[config.mk]
export PLATFORM = sky130hd
export DESIGN_NAME = seq_signed_mul
export DESIGN_NICKNAME = d
export VERILOG_FILES = /design/src/rtl/smul_pkg.sv /design/src/rtl/smul_ctrl.sv /design/src/rtl/smul_ppgen.sv /design/src/rtl/smul_accum.sv /design/src/rtl/seq_signed_mul.sv
export SDC_FILE = /design/constraint.sdc
export NUM_CORES = 1
export LEC_CHECK = 0
export BUFFER_PORTS_ARGS = -buffer_cell sky130_fd_sc_hd__buf_4
export CAP_MARGIN = 20
export CORE_ASPECT_RATIO = 0.8
export CORE_MARGIN = 4
export CORE_UTILIZATION = 60
export CTS_CLUSTER_DIAMETER = 150
export DETAILED_ROUTE_END_ITERATION = 7
export PLACE_DENSITY = 0.82
export SYNTH_ARGS = -nofsm -noshare
export SYNTH_HDL_FRONTEND = slang
export SYNTH_SLANG_ARGS = --single-unit
[constraint.sdc]
create_clock -name clk -period 4.75 [get_ports clk]
set_input_delay 0.95 -clock clk [delete_from_list [all_inputs] [get_ports clk]]
set_output_delay 0.95 -clock clk [all_outputs]
set_load 0.005 [all_outputs]
[src/rtl/smul_pkg.sv]
package smul_pkg;

  // Per-cycle control word from the sequencer to the datapath.
  typedef struct packed {
    logic load;   // capture operands, clear accumulator
    logic step;   // perform one accumulate step
    logic sel;    // current multiplier bit
    logic last;   // step on the multiplier sign bit
  } smul_ctl_t;

endpackage

[src/rtl/smul_ctrl.sv]
module smul_ctrl
  import smul_pkg::*;
#(
  parameter int W  = 8,
  parameter int IW = 3
) (
  input  logic          clk,
  input  logic          rst_n,
  input  logic          start_i,
  input  logic [W-1:0]  mplier_i,
  output smul_ctl_t     ctl_o,
  output logic [IW-1:0] idx_o,
  output logic          busy_o,
  output logic          done_o
);

  logic          busy_q, busy_d;
  logic          done_q, done_d;
  logic [IW-1:0] cnt_q, cnt_d;
  logic [W-1:0]  mpl_q, mpl_d;
  logic          last_step;
  logic          adv_en;
  smul_ctl_t     ctl;

  assign last_step = (cnt_q == IW'(W - 1));

  always_comb begin
    busy_d = busy_q;
    done_d = 1'b0;
    cnt_d  = cnt_q;
    mpl_d  = mpl_q;
    ctl    = '0;
    if (busy_q) begin
      ctl.step = 1'b1;
      ctl.sel  = mpl_q[0];
      ctl.last = last_step;
      mpl_d    = mpl_q >> 1;
      cnt_d    = cnt_q + 1'b1;
      if (last_step) begin
        busy_d = 1'b0;
        done_d = 1'b1;
        cnt_d  = '0;
      end
    end else if (start_i) begin
      ctl.load = 1'b1;
      busy_d   = 1'b1;
      cnt_d    = '0;
      mpl_d    = mplier_i;
    end
  end

  assign adv_en = ctl.load | ctl.step;

  always_ff @(posedge clk or negedge rst_n) begin
    if (!rst_n) begin
      busy_q <= 1'b0;
      done_q <= 1'b0;
      cnt_q  <= '0;
      mpl_q  <= '0;
    end else begin
      busy_q <= busy_d;
      done_q <= done_d;
      if (adv_en) begin
        cnt_q <= cnt_d;
        mpl_q <= mpl_d;
      end
    end
  end

  assign ctl_o  = ctl;
  assign idx_o  = cnt_q;
  assign busy_o = busy_q;
  assign done_o = done_q;

endmodule

[src/rtl/smul_ppgen.sv]
module smul_ppgen #(
  parameter int W  = 8,
  parameter int IW = 3,
  localparam int PW = 2 * W
) (
  input  logic [W-1:0]  mcand_i,
  input  logic [IW-1:0] idx_i,
  input  logic          sel_i,
  input  logic          last_i,
  output logic [PW-1:0] term_o
);

  logic [PW-1:0] sext;
  logic [PW-1:0] shifted [W];
  logic [PW-1:0] mag;

  assign sext = {{W{mcand_i[W-1]}}, mcand_i};

  for (genvar g = 0; g < W; g++) begin : g_shift
    assign shifted[g] = sext << g;
  end

  always_comb begin
    mag = '0;
    for (int k = 0; k < W; k++) begin
      if (idx_i == IW'(k)) mag = shifted[k];
    end
  end

  // The sign bit of the multiplier weighs -2^(W-1): negate on the last step.
  always_comb begin
    if (!sel_i)      term_o = '0;
    else if (last_i) term_o = ~mag + 1'b1;
    else             term_o = mag;
  end

endmodule

[src/rtl/smul_accum.sv]
module smul_accum #(
  parameter int W = 8,
  localparam int PW = 2 * W
) (
  input  logic          clk,
  input  logic          rst_n,
  input  logic          load_i,
  input  logic          step_i,
  input  logic [W-1:0]  mcand_i,
  input  logic [PW-1:0] term_i,
  output logic [W-1:0]  mcand_o,
  output logic [PW-1:0] acc_o
);

  logic [W-1:0]  mcand_q;
  logic [PW-1:0] acc_q, acc_d;
  logic          acc_en;

  assign acc_en = load_i | step_i;

  always_comb begin
    if (load_i) acc_d = '0;
    else        acc_d = acc_q + term_i;
  end

  always_ff @(posedge clk or negedge rst_n) begin
    if (!rst_n) begin
      mcand_q <= '0;
      acc_q   <= '0;
    end else begin
      if (load_i) mcand_q <= mcand_i;
      if (acc_en) acc_q   <= acc_d;
    end
  end

  assign mcand_o = mcand_q;
  assign acc_o   = acc_q;

endmodule

[src/rtl/seq_signed_mul.sv]
module seq_signed_mul
  import smul_pkg::*;
#(
  parameter int W = 8
) (
  input  logic             clk,
  input  logic             rst_n,
  input  logic             start_i,
  input  logic [W-1:0]     mcand_i,
  input  logic [W-1:0]     mplier_i,
  output logic             busy_o,
  output logic             done_o,
  output logic [2*W-1:0]   product_o
);

  localparam int IW = (W > 1) ? $clog2(W) : 1;
  localparam int PW = 2 * W;

  smul_ctl_t     ctl;
  logic [IW-1:0] idx;
  logic [W-1:0]  mcand_q;
  logic [PW-1:0] term;

  smul_ctrl #(.W(W), .IW(IW)) u_ctrl (
    .clk      (clk),
    .rst_n    (rst_n),
    .start_i  (start_i),
    .mplier_i (mplier_i),
    .ctl_o    (ctl),
    .idx_o    (idx),
    .busy_o   (busy_o),
    .done_o   (done_o)
  );

  smul_ppgen #(.W(W), .IW(IW)) u_ppgen (
    .mcand_i (mcand_q),
    .idx_i   (idx),
    .sel_i   (ctl.sel),
    .last_i  (ctl.last),
    .term_o  (term)
  );

  smul_accum #(.W(W)) u_accum (
    .clk     (clk),
    .rst_n   (rst_n),
    .load_i  (ctl.load),
    .step_i  (ctl.step),
    .mcand_i (mcand_i),
    .term_i  (term),
    .mcand_o (mcand_q),
    .acc_o   (product_o)
  );

endmodule

Word level (Yosys, flattened, before mapping):

Index checks and enable logic that the tools add are counted.
W data, S select, Z words.

* add/sub/neg operators: 3
* eq/ne operators: 7
* muxes and demuxes: 23
* bitwise logic cells: 2
* reduce and logical (&&, ||, !) cells: 3

Operators by type and width (count)
* $mux W16: 11
* $add A16 B1 Y16 const B: 1
* $add A16 B16 Y16: 1
* $mux W8: 2
* $not A16 Y16: 1
* $eq A3 B3 Y1 const B: 4
* $mux W3: 4
* $eq A3 B2 Y1 const B: 2
* $mux W1: 6
* $add A3 B1 Y3 const B: 1
* $eq A3 B1 Y1 const B: 1
* $logic_not A3 Y1: 1
* $reduce_and A2 Y1: 1
* $reduce_bool A2 Y1: 1
* $or A1 B1 Y1: 1

* flip-flop bits (word level): 37
* input bits: 19
* output and inout port bits: 18
* word-level logic and storage cells: 44

Longest topological paths before layout:

Gate-level depths: netlist of the first run.

* word-level depth: 15
* depth in mapped cells: 20
* mapped depth without buffers: 18

Modules after synthesis:

Synthesis of the first run repeated with hierarchy kept, for this count alone.

* cells, all modules: 417
* area total of the unflattened synthesis: 3444.6 µm²

Modules (own cells, without submodules)
* smul_accum: times used 1, cells each 182, area each 1714.1 µm²
* smul_ppgen: times used 1, cells each 182, area each 1134.8 µm²
* smul_ctrl: times used 1, cells each 53, area each 595.6 µm²

Least setup slack after synthesis of the first run:

No wires, ideal clock.

* path kind: reg-to-reg
* start point: register u_ctrl.cnt_q[0] (netlist: u_ctrl.idx_o[0])
* end point: register u_accum.acc_q[15] (netlist: u_accum.acc_o[15])
* setup time: 0.069 ns
* arrival: 4.053 ns
* slack: 0.628 ns
* stages on the path, launching flop included: 19
* buffers on the path: 0
* clock period less this slack: 4.122 ns
* cell sequence: dfrtp_1 -> ha_1 -> ha_1 -> or2_1 -> nor2_1 -> nand4_1 -> ha_1 -> and4b_1 -> a211oi_2 -> xnor2_1 -> nor2_1 -> ha_1 -> nand2_1 -> a311oi_2 -> a211oi_2 -> o311a_1 -> or4_1 -> a211o_1 -> nand3_1

* longest elaborated chain between the ends: 15
* elaborated cells on any way between the ends: 23
* classes of those cells: add/sub (2); eq/ne (7); mux (12); bitwise (1); reduce/logical (1)

Ends and longest elaborated chain
* start: declaration: line smul_ctrl.sv:19 `logic [IW-1:0] cnt_q, cnt_d;`
* start signal: assignment: line smul_ctrl.sv:64 `cnt_q <= cnt_d;`
* $logic_not A3 Y1: line smul_ppgen.sv:26 `if (idx_i == IW'(k)) mag = shifted[k];`
* $mux W16 (8 in a row): line smul_ppgen.sv:26
* $not A16 Y16: line smul_ppgen.sv:33 `else if (last_i) term_o = ~mag + 1'b1;`
* $add A16 B1 Y16: line smul_ppgen.sv:33
* $mux W16 *: line smul_ppgen.sv:33
* $mux W16 *: line smul_ppgen.sv:32 `if (!sel_i) term_o = '0;`
* $add A16 B16 Y16 *: line smul_accum.sv:23 `else acc_d = acc_q + term_i;`
* $mux W16 *: line smul_accum.sv:22 `if (load_i) acc_d = '0;`
* end signal: assignment: line smul_accum.sv:29 `acc_q <= '0;`
* end signal: assignment: line smul_accum.sv:32 `if (acc_en) acc_q <= acc_d;`
* end: declaration: line smul_accum.sv:16 `logic [PW-1:0] acc_q, acc_d;`

Every way passes the cells marked *; elsewhere a longest branch is shown, timed or not.
A chain may end at the register's enable or synchronous reset.

Final worst setup path of the first run:

Ends and elaborated chain as after synthesis.

==> impl_metrics.toml, run 1 <==
[finish]
final_cell_count_no_fill = 499
n_fill_cell = 408
layout-drive-gt1-share_pct = 21.3
mostFrequentLayoutCell = "nand2_1"
regArea_um2 = 926
diodes = 0
syn2layout_area_growth_pct = 15.7
multi_input_area_mm2 = 0.00221
nNetsFinal = 478
mostFrequentLayoutCells = "53 x nand2_1, 52 x buf_4, 37 x dfrtp_1"

[timing]
fmax_mhz = 222
period_share_pct = 94.9
whs_ns = 0.498
worst_pin_slew_ns = 0.867
period_minus_slack_ns = 4.51
setup_viol = 0
hold_viol = 0
rsz0062_at_grt = "no"
maxSlewViolCount = 0
final.setup.tns_ns = 0
setup_ws_ns = 0.241
timing.slew.headroom_pct = 42.1
final.setup_skew_ns = 0.00789

[routing]
vias_per_cell = 6.49
ant_nets = 0
drt_iter0_markers = 387
vias = 3241
finalWirelength_mm = 8.77
firstDrtPassIters = 5
drc = 0
wl_per_cell_um = 17.6

[synthesis]
synth_top_area_share_pct = 28.4
ys.flop_type = "dfrtp_1"
syn_nets = 442
ys_async_sr_fraction_pct = 100
seq_area_frac_synth_pct = 28.4
ys_seq_elements = 37
synthCells = 400
synth_area_mm2 = 0.00327
synth_edf_count = 0
synthTopCellsByArea = "dfrtp_1 28%, ha_1 8.4%, nand2_1 6.1%, o21ai_0 4.3%, nor2_1 4.0%"
syn_area_per_cell_um2 = 8.16
netlist-cell-type-count = 73
yosys_warnings = 0
synth_area_leader_cell = "dfrtp_1"

[clocking]
clk_path_buf_depth = 2
htreeDepth = 2
path_clk_slew_ns = 0.09
cts_tree = "yes"
cts_buffers = 5
root_buffer = "clkbuf_8"
clk_latency_ns = 0.30
cts_sinks = 37
postCtsSetupRepairBufs = 0

[setup_path]
worstPathArrival_ns = 4.75
critical_path.endpoint_type = "register"
cp_num_cells = 17
r2r-end = "u_accum.acc_o[15]"
critical-path-top-delay-family = "compound AO/OA/AOI/OAI gates"
cpMaxStageDelayCell = "or4_1"
reg2reg_from = "u_ctrl.idx_o[0]"
critical_path_class = "register to register"
crit_fanout = 13
crit_path_frequent_cell = "ha_1"
cp_num_buf_inv = 1
cp.required_ns = 4.99
startpoint_type = "register"
path_cells = "ha_1 > ha_1 > buf_4 > a311oi_1 > a2111oi_2 > o211ai_1 > and4b_2 > nand2b_1 > a21oi_1 > ha_1 > nand4_2 > a311oi_2 > a211oi_2 > o311a_1 > or4_1 > a211o_1 > nand3_1"
ff2ff_path_depth = 17
cpPeakStageDelay_ns = 0.47
r2r_setup_slack_ns = 0.24

[placed_design]
post-place-ws_ns = 0.0541
dp.cells = 491
gp_routability_congestion = 1.00
place_hpwl_mm = 6.41
port_buffers = 36

[floorplanning]
coreArea_mm2 = 0.00515
die_area_mm2 = 0.00669
chipHeight_um = 74.0
start_util_pct = 63.4
rows = 23
io_pins = 37
fp.dieW_um = 90.5

[global_routing]
grt_overflow = 0
grt_max_degree = 38
grt_use_total_pct = 27.6
grt_pass1_vias = 3134
grt_pass1_wl_mm = 15.1
grt_antenna_before_repair = 0

[flow_run]
cap_violations = 0

[worst_hold_path]
hp-class = "register to register"
hold_end = "u_ctrl.mpl_q[2]"
hold_path_depth = 2
worstHoldStart = "u_ctrl.mpl_q[3]"

[power_and_ir_drop]
leakage_nw = 1.73
power_density_mw_per_mm2 = 770
power_frac_comb_pct = 69.1
ir_drop_mv = 0.376
p_sw_mw = 1.46
internal_power_mw = 1.45
swShare_pct = 50.3
p_clk_share_pct = 9.8
seqPwrFrac_pct = 21.1

[outcome]
status = "finished, final reports clean"
-- worst max-delay path by stage --
stage / startpoint / endpoint / slack [ns]
after CTS: u_ctrl.idx_o[0] / u_accum.acc_o[14] / 0.02
final: u_ctrl.idx_o[0] / u_accum.acc_o[15] / 0.24
after floorplan: u_ctrl.idx_o[0] / u_accum.acc_o[15] / 0.63
after global routing: u_ctrl.idx_o[0] / u_accum.acc_o[14] / 0.02
after global placement: u_ctrl.idx_o[1] / u_accum.acc_o[14] / 0.18
after detailed placement: u_ctrl.idx_o[0] / u_accum.acc_o[14] / 0.05
-- cell type report --
type	count	share of cell area [%]
Clock buffer	6	1.92
Clock inverter	2	1.03
Inverter	17	1.69
Multi-Input combinational cell	323	58.5
Sequential cell	37	24.5
Tap cell	62	2.05
Timing Repair Buffer	52	10.3
-- power groups by stage --
stage	logic (mW)	registers, mW	clock network, mW
3_5_place_dp	1.91	0.611	0
3_3_place_gp	1.87	0.608	0
5_1_grt	2.20	0.630	0.310
4_1_cts	1.93	0.606	0.290
6_report	2.01	0.613	0.285
2_1_floorplan	1.43	0.553	0
-- flip-flops by register name, indices dropped and copies added (netlist names) --
register / cells
u_accum.acc_o: 16
u_accum.mcand_o: 8
u_ctrl.busy_o: 1
u_ctrl.done_o: 1
u_ctrl.idx_o: 3
u_ctrl.mpl_q: 8
-- cells by family (layout without fill, tap and decap cells) --
family	after synthesis	after routing	share of synthesized area, %
buf+inv	40	77	5.02
xor+xnor	19	19	5.10
simple gates	134	134	20.2
fa+ha+maj	23	23	9.04
mux	18	18	5.75
compound gates	129	129	26.6
flops	37	37	28.4
-- metal layers --
layer	vias to the layer above	global-route usage, %	wire length, um	share of wire [%]
met5	-	0	0	0
met4	0	8.49	199	2.3
met3	29	5.36	730	8.3
met2	167	42.2	3680	42
met1	1517	40.1	4160	47
li1	1528	-	-	-
-- tightest hold or removal path: cells and delay by family, from the launching register on --
family             cells  cell delay (ns)
AOI/OAI and AO/OA      1             0.06
DFF                    1             0.35
and+or+nand+nor        1             0.05
-- synthesized netlist by cell type, types with 3 or more instances --
cell type	instances
xnor2_1	11
inv_2	3
a21o_1	7
or3_1	3
nor2_1	35
a211oi_1	3
mux2i_1	12
o21ai_1	7
nor3_1	4
nand2b_1	4
ha_1	22
a22o_1	3
xor2_1	8
a21oi_1	25
and3_1	3
a221oi_1	3
o21bai_1	4
clkbuf_1	12
mux2_2	6
nand2_1	53
a31oi_1	8
o21ai_0	28
o22ai_1	6
inv_1	14
o31ai_1	4
buf_2	8
a311oi_1	3
nand3_1	6
dfrtp_1	37
-- through the flow --
step	power (mW)	cell area [um^2]	util, %
global placement	2.48	3630	70.5
detailed placement	2.53	3630	70.5
floorplan	1.98	3270	-
finish	2.91	3780	73.4
global route	3.14	3780	73.4
CTS	2.82	3740	72.7
-- repair_timing --
item | 4_1_cts | 5_1_grt
hold buffers | 0 | 0
gates resized for setup | 0 | 10
hold endpoints to repair | 0 | 0
setup endpoints to repair | 0 | 5
(Power assumes the default switching activity.)
==> run 2: changes to the inputs <==
- CORE_UTILIZATION: 60 -> 35
- MAX_ROUTING_LAYER: default -> met4
- PLACE_DENSITY: 0.82 -> default
==> impl_metrics.toml, run 2 (synthesis gave the netlist of run 1 again) <==
[finish]
mostFrequentLayoutCells = "53 x nand2_1, 53 x buf_4, 36 x dfrtp_1"
n_fill_cell = 938
final_cell_count_no_fill = 554
largest_reg_flops = 16
syn2layout_area_growth_pct = 19.9
diodes = 0
layout-drive-gt1-share_pct = 22.1
nNetsFinal = 480

[timing]
final.setup.tns_ns = 0
timing.slew.headroom_pct = 40.1
worst_pin_slew_ns = 0.897
period_minus_slack_ns = 4.47
final.setup_skew_ns = 0.00557
maxSlewViolCount = 0
period_share_pct = 94.1
setup_viol = 0
hold_viol = 0
fmax_mhz = 224
setup_ws_ns = 0.283
rsz0062_at_grt = "no"

[routing]
firstDrtPassIters = 5
route.met2.wl_mm = 3.97
ant_nets = 0
vias = 3134
wl_per_cell_um = 16.2
vias_per_cell = 5.66
drc = 0
dr.max_layer_used = "met4"
finalWirelength_mm = 8.95
drt_iter0_markers = 236
wl_met3_um = 482
wl_met1_mm = 4.34

[floorplanning]
coreArea_mm2 = 0.00908
chipHeight_um = 94.4
rows = 31
fp.dieW_um = 116
die_area_mm2 = 0.0109
start_util_pct = 36.0
io_pins = 37

[setup_path]
endpoint = "u_accum.acc_o[14]"
critical_path_class = "register to register"
worstPathArrival_ns = 4.63
reg2reg_from = "u_ctrl.idx_o[0]"
r2r_setup_slack_ns = 0.28
crit_start = "u_ctrl.idx_o[0]"
ff2ff_path_depth = 18
startpoint_type = "register"
cp.required_ns = 4.92
critical_path.endpoint_type = "register"
r2r-end = "u_accum.acc_o[14]"
crit_fanout = 5

[worst_hold_path]
hp-class = "register to register"

[placed_design]
place_hpwl_mm = 6.63
port_buffers = 36
gp_routability_congestion = 0.919
post-place-ws_ns = 0.185
dp.cells = 545

[clocking]
root_buffer = "clkbuf_16"
path_clk_slew_ns = 0.06
cts_sinks = 37
cts_tree = "yes"
ctsHoldBuffers = 0
clk_latency_ns = 0.29
cts_buffers = 5
clk_path_buf_depth = 2
htreeDepth = 2

[flow_run]
cap_violations = 0

[global_routing]
grt_max_degree = 38
grt_antenna_before_repair = 0
grt_overflow = 0
grt_use_total_pct = 18.0
grt_pass1_vias = 3099
grt_pass1_wl_mm = 15.4

[power_and_ir_drop]
leakage_nw = 1.76
power_frac_comb_pct = 68.0
internal_power_mw = 1.52
ir_drop_mv = 0.216
p_clk_share_pct = 11.3
seqPwrFrac_pct = 20.7
power_density_mw_per_mm2 = 759
swShare_pct = 48.9
p_sw_mw = 1.45

[outcome]
status = "finished, final reports clean"
## run 2: worst min-delay path by stage
| stage | startpoint | to | depth (start not counted) |
|---|---|---|---|
| final | u_ctrl.mpl_q[5] | u_ctrl.mpl_q[4] | 2 |
| after global routing | u_ctrl.mpl_q[5] | u_ctrl.mpl_q[4] | 2 |
| after CTS | u_ctrl.mpl_q[5] | u_ctrl.mpl_q[4] | 2 |
| after detailed placement | u_ctrl.mpl_q[5] | u_ctrl.mpl_q[4] | 2 |
| after global placement | u_ctrl.mpl_q[7] | u_ctrl.mpl_q[6] | 2 |
| after floorplan | u_ctrl.mpl_q[1] | u_ctrl.mpl_q[0] | 2 |
## run 2: area by class of cell
class                      count  area [um^2]  area share, %
multi-input combinational    323         2220           56.6
sequential                    37          927           23.7
timing repair buffer          54          418           10.7
tap                          115          144           3.67
clock buffer                   5          125           3.19
inverter                      17         63.8           1.63
clock inverter                 3         21.3          0.543
## run 2: power groups by stage
stage | registers (mW) | clock network (mW) | logic [mW]
2_1_floorplan | 0.553 | 0 | 1.43
3_3_place_gp | 0.613 | 0 | 1.92
3_5_place_dp | 0.617 | 0 | 1.93
4_1_cts | 0.614 | 0.347 | 1.95
5_1_grt | 0.642 | 0.361 | 2.25
6_report | 0.616 | 0.336 | 2.02
## run 2: metal layers
| layer | up-vias | global-route usage, % |
|---|---|---|
| met2 | 100 | 27.1 |
| met1 | 1482 | 24.7 |
| met5 | - | - |
| met4 | 0 | 5.22 |
| li1 | 1536 | - |
| met3 | 16 | 3.27 |
## run 2: repair_timing
item / 4_1_cts / 5_1_grt
buffers inserted: 0 / 1
endpoints found under the setup margin: 0 / 4
gates resized for setup: 0 / 11
## run 2: critical path, stage by stage (launching register included)
cell and delay, ns:
dfrtp_2 0.45, ha_1 0.23, ha_1 0.19, or2_1 0.25, nor2_1 0.21, nand4_1 0.19
ha_1 0.22, and4b_2 0.28, nand2b_1 0.19, a21oi_1 0.16, ha_1 0.30, a21o_1 0.19
a21oi_1 0.23, o21bai_1 0.15, a2111o_1 0.49, a311oi_2 0.27, nor2_1 0.09, mux2i_1 0.17
nand3_1 0.09
## run 2: per-stage QoR
step	util (%)	total power [mW]	cell area, um^2	hold slack, ns
final	43.1	2.97	3920	0.493
after floorplan	-	1.98	3270	0.452
after global routing	43.1	3.25	3920	0.511
after CTS	42.6	2.91	3870	0.497
after global placement	40.9	2.53	3710	0.468
after detailed placement	41.0	2.55	3720	0.482
==> run 3: changes to the inputs <==
- PLACE_DENSITY: default -> 0.55
- REMOVE_ABC_BUFFERS: default -> 1
==> impl_metrics.toml, run 3 (synthesis gave the netlist of run 1 again) <==
[floorplanning]
fp.dieW_um = 116
rows = 31
die_area_mm2 = 0.0109
chipHeight_um = 94.4
io_pins = 37
coreArea_mm2 = 0.00908
start_util_pct = 36.0

[timing]
worst_pin_slew_ns = 0.817
maxSlewViolCount = 0
setup_viol = 0
final.setup_skew_ns = 0.00826
fmax_mhz = 225
timing.slew.headroom_pct = 45.4
final.setup.tns_ns = 0
hold_viol = 0
period_share_pct = 93.7
period_minus_slack_ns = 4.45

[power_and_ir_drop]
seqPwrFrac_pct = 20.6
ir_drop_mv = 0.329
p_clk_share_pct = 11.7
finalPower_mw = 2.96
internal_power_mw = 1.52
power_density_mw_per_mm2 = 756
swShare_pct = 48.6
power_frac_comb_pct = 67.7
leakage_nw = 1.77
p_sw_mw = 1.44

[clocking]
htreeDepth = 2
cts_tree = "yes"
clk_latency_ns = 0.30
cts_buffers = 5
path_clk_slew_ns = 0.06
cts_sinks = 37
clk_path_buf_depth = 2
root_buffer = "clkbuf_16"

[routing]
drc = 0
vias = 3051
vias_per_cell = 5.49
ant_nets = 0
wl_per_cell_um = 16.1
firstDrtPassIters = 4
drt_iter0_markers = 179
finalWirelength_mm = 8.97

[placed_design]
port_buffers = 36
place_hpwl_mm = 6.60
gp_routability_congestion = 0.882
dp.cells = 546

[global_routing]
grt_pass1_vias = 3021
grt_use_total_pct = 17.7
grt_antenna_before_repair = 0
grt_overflow = 0
grt_pass1_wl_mm = 15.0
grt_max_degree = 38

[finish]
n_fill_cell = 954
final_cell_count_no_fill = 556
layout-drive-gt1-share_pct = 22.0
mostFrequentLayoutCells = "55 x buf_4, 53 x nand2_1, 37 x dfrtp_1"
nNetsFinal = 482
diodes = 0
largest_reg_flops = 16
syn2layout_area_growth_pct = 19.7
mostFrequentLayoutCell = "buf_4"

[flow_run]
cap_violations = 0

[outcome]
status = "finished, final reports clean"

[setup_path]
cp.required_ns = 4.93
path_cells = "inv_1 > ha_1 > buf_4 > nor3b_1 > a2111oi_0 > o211ai_1 > and4b_2 > nand2b_1 > a21oi_1 > ha_1 > a21o_1 > a21oi_2 > o21bai_1 > a2111o_1 > a311oi_2 > nor2_1 > mux2i_1 > nand3_1"
critical_path.endpoint_type = "register"
startpoint_type = "register"
cp_num_buf_inv = 2
crit_fanout = 10
cpPeakStageDelay_ns = 0.48
cpMaxStageDelayCell = "a2111o_1"
critical_path_class = "register to register"
crit_path_frequent_cell = "ha_1"
critical-path-top-delay-family = "compound AO/OA/AOI/OAI gates"
worstPathArrival_ns = 4.63

[worst_hold_path]
hp-class = "register to register"
-- run 3: cell count changes in the layout (fill, tap and decap cells not counted) --
cell	delta
dfrtp_1	+1
nor3_2	+1
a221oi_2	-1
buf_12	-1
dfrtp_2	-1
a221oi_1	+1
buf_4	+2
buf_6	+1
nor3_4	-1
-- run 3: power groups by stage --
| stage | Sequential (mW) | Combinational (mW) | Clock [mW] |
|---|---|---|---|
| after detailed placement | 0.613 | 1.93 | 0 |
| after CTS | 0.608 | 1.94 | 0.353 |
| after floorplan | 0.595 | 1.34 | 0 |
| after global routing | 0.630 | 2.23 | 0.370 |
| after global placement | 0.609 | 1.91 | 0 |
| final | 0.609 | 2.00 | 0.345 |
-- run 3: through the flow --
step	util, %	cell area, um^2	worst slack [ns]	hold slack, ns
after floorplan	-	3170	0.293	0.452
after global placement	40.9	3710	0.294	0.469
after detailed placement	40.9	3710	0.165	0.474
after CTS	42.5	3860	0.0791	0.488
after global routing	43.1	3910	-0.00515	0.529
final	43.1	3910	0.300	0.489
-- run 3: routing by layer --
layer  wire length [um]  track usage (%)  vias to the layer above
met1               4660             24.9                     1459
met5                  0                -                        -
met3                312             4.10                        8
met2               3900             26.2                       43
met4                 89             3.86                        0
li1                   -                -                     1541
-- run 3: final timing paths --
kind / startpoint / to / slack (ns) / depth (start not counted)
min in group asynchronous: rst_n / u_accum.mcand_o[2] / 0.62 / 1
hold / removal: u_ctrl.mpl_q[4] / u_ctrl.mpl_q[3] / 0.49 / 2
setup / recovery: u_ctrl.idx_o[0] / u_accum.acc_o[14] / 0.30 / 18
max in group asynchronous: rst_n / u_accum.acc_o[2] / 3.78 / 1
setup reg to reg: u_ctrl.idx_o[0] / u_accum.acc_o[14] / 0.30 / 18
hold reg to reg: u_ctrl.mpl_q[4] / u_ctrl.mpl_q[3] / 0.49 / 2
-- run 3: cell type report --
class | count | area [um^2] | share of cell area (%)
multi-input cells | 323 | 2200 | 56.4
flip-flops and latches | 37 | 926 | 23.7
repair buffers | 56 | 424 | 10.9
well taps | 115 | 144 | 3.68
clock buffers | 5 | 125 | 3.20
inverters | 17 | 63.8 | 1.63
clock inverters | 3 | 21.3 | 0.544
-- run 3: worst register-to-register path, delay by kind of cell (launching register included) --
kind            cells  cell delay, ns
compound gates      8            2.08
mux                 1            0.17
fa+ha+maj           2            0.61
simple gates        5            0.78
flops               1            0.40
buf+inv             2            0.29
-- run 3: timing repair --
action	4_1_cts	5_1_grt
endpoints found under the setup margin	0	4
hold buffers	0	0
gates resized for setup	0	9
buffers inserted	0	2
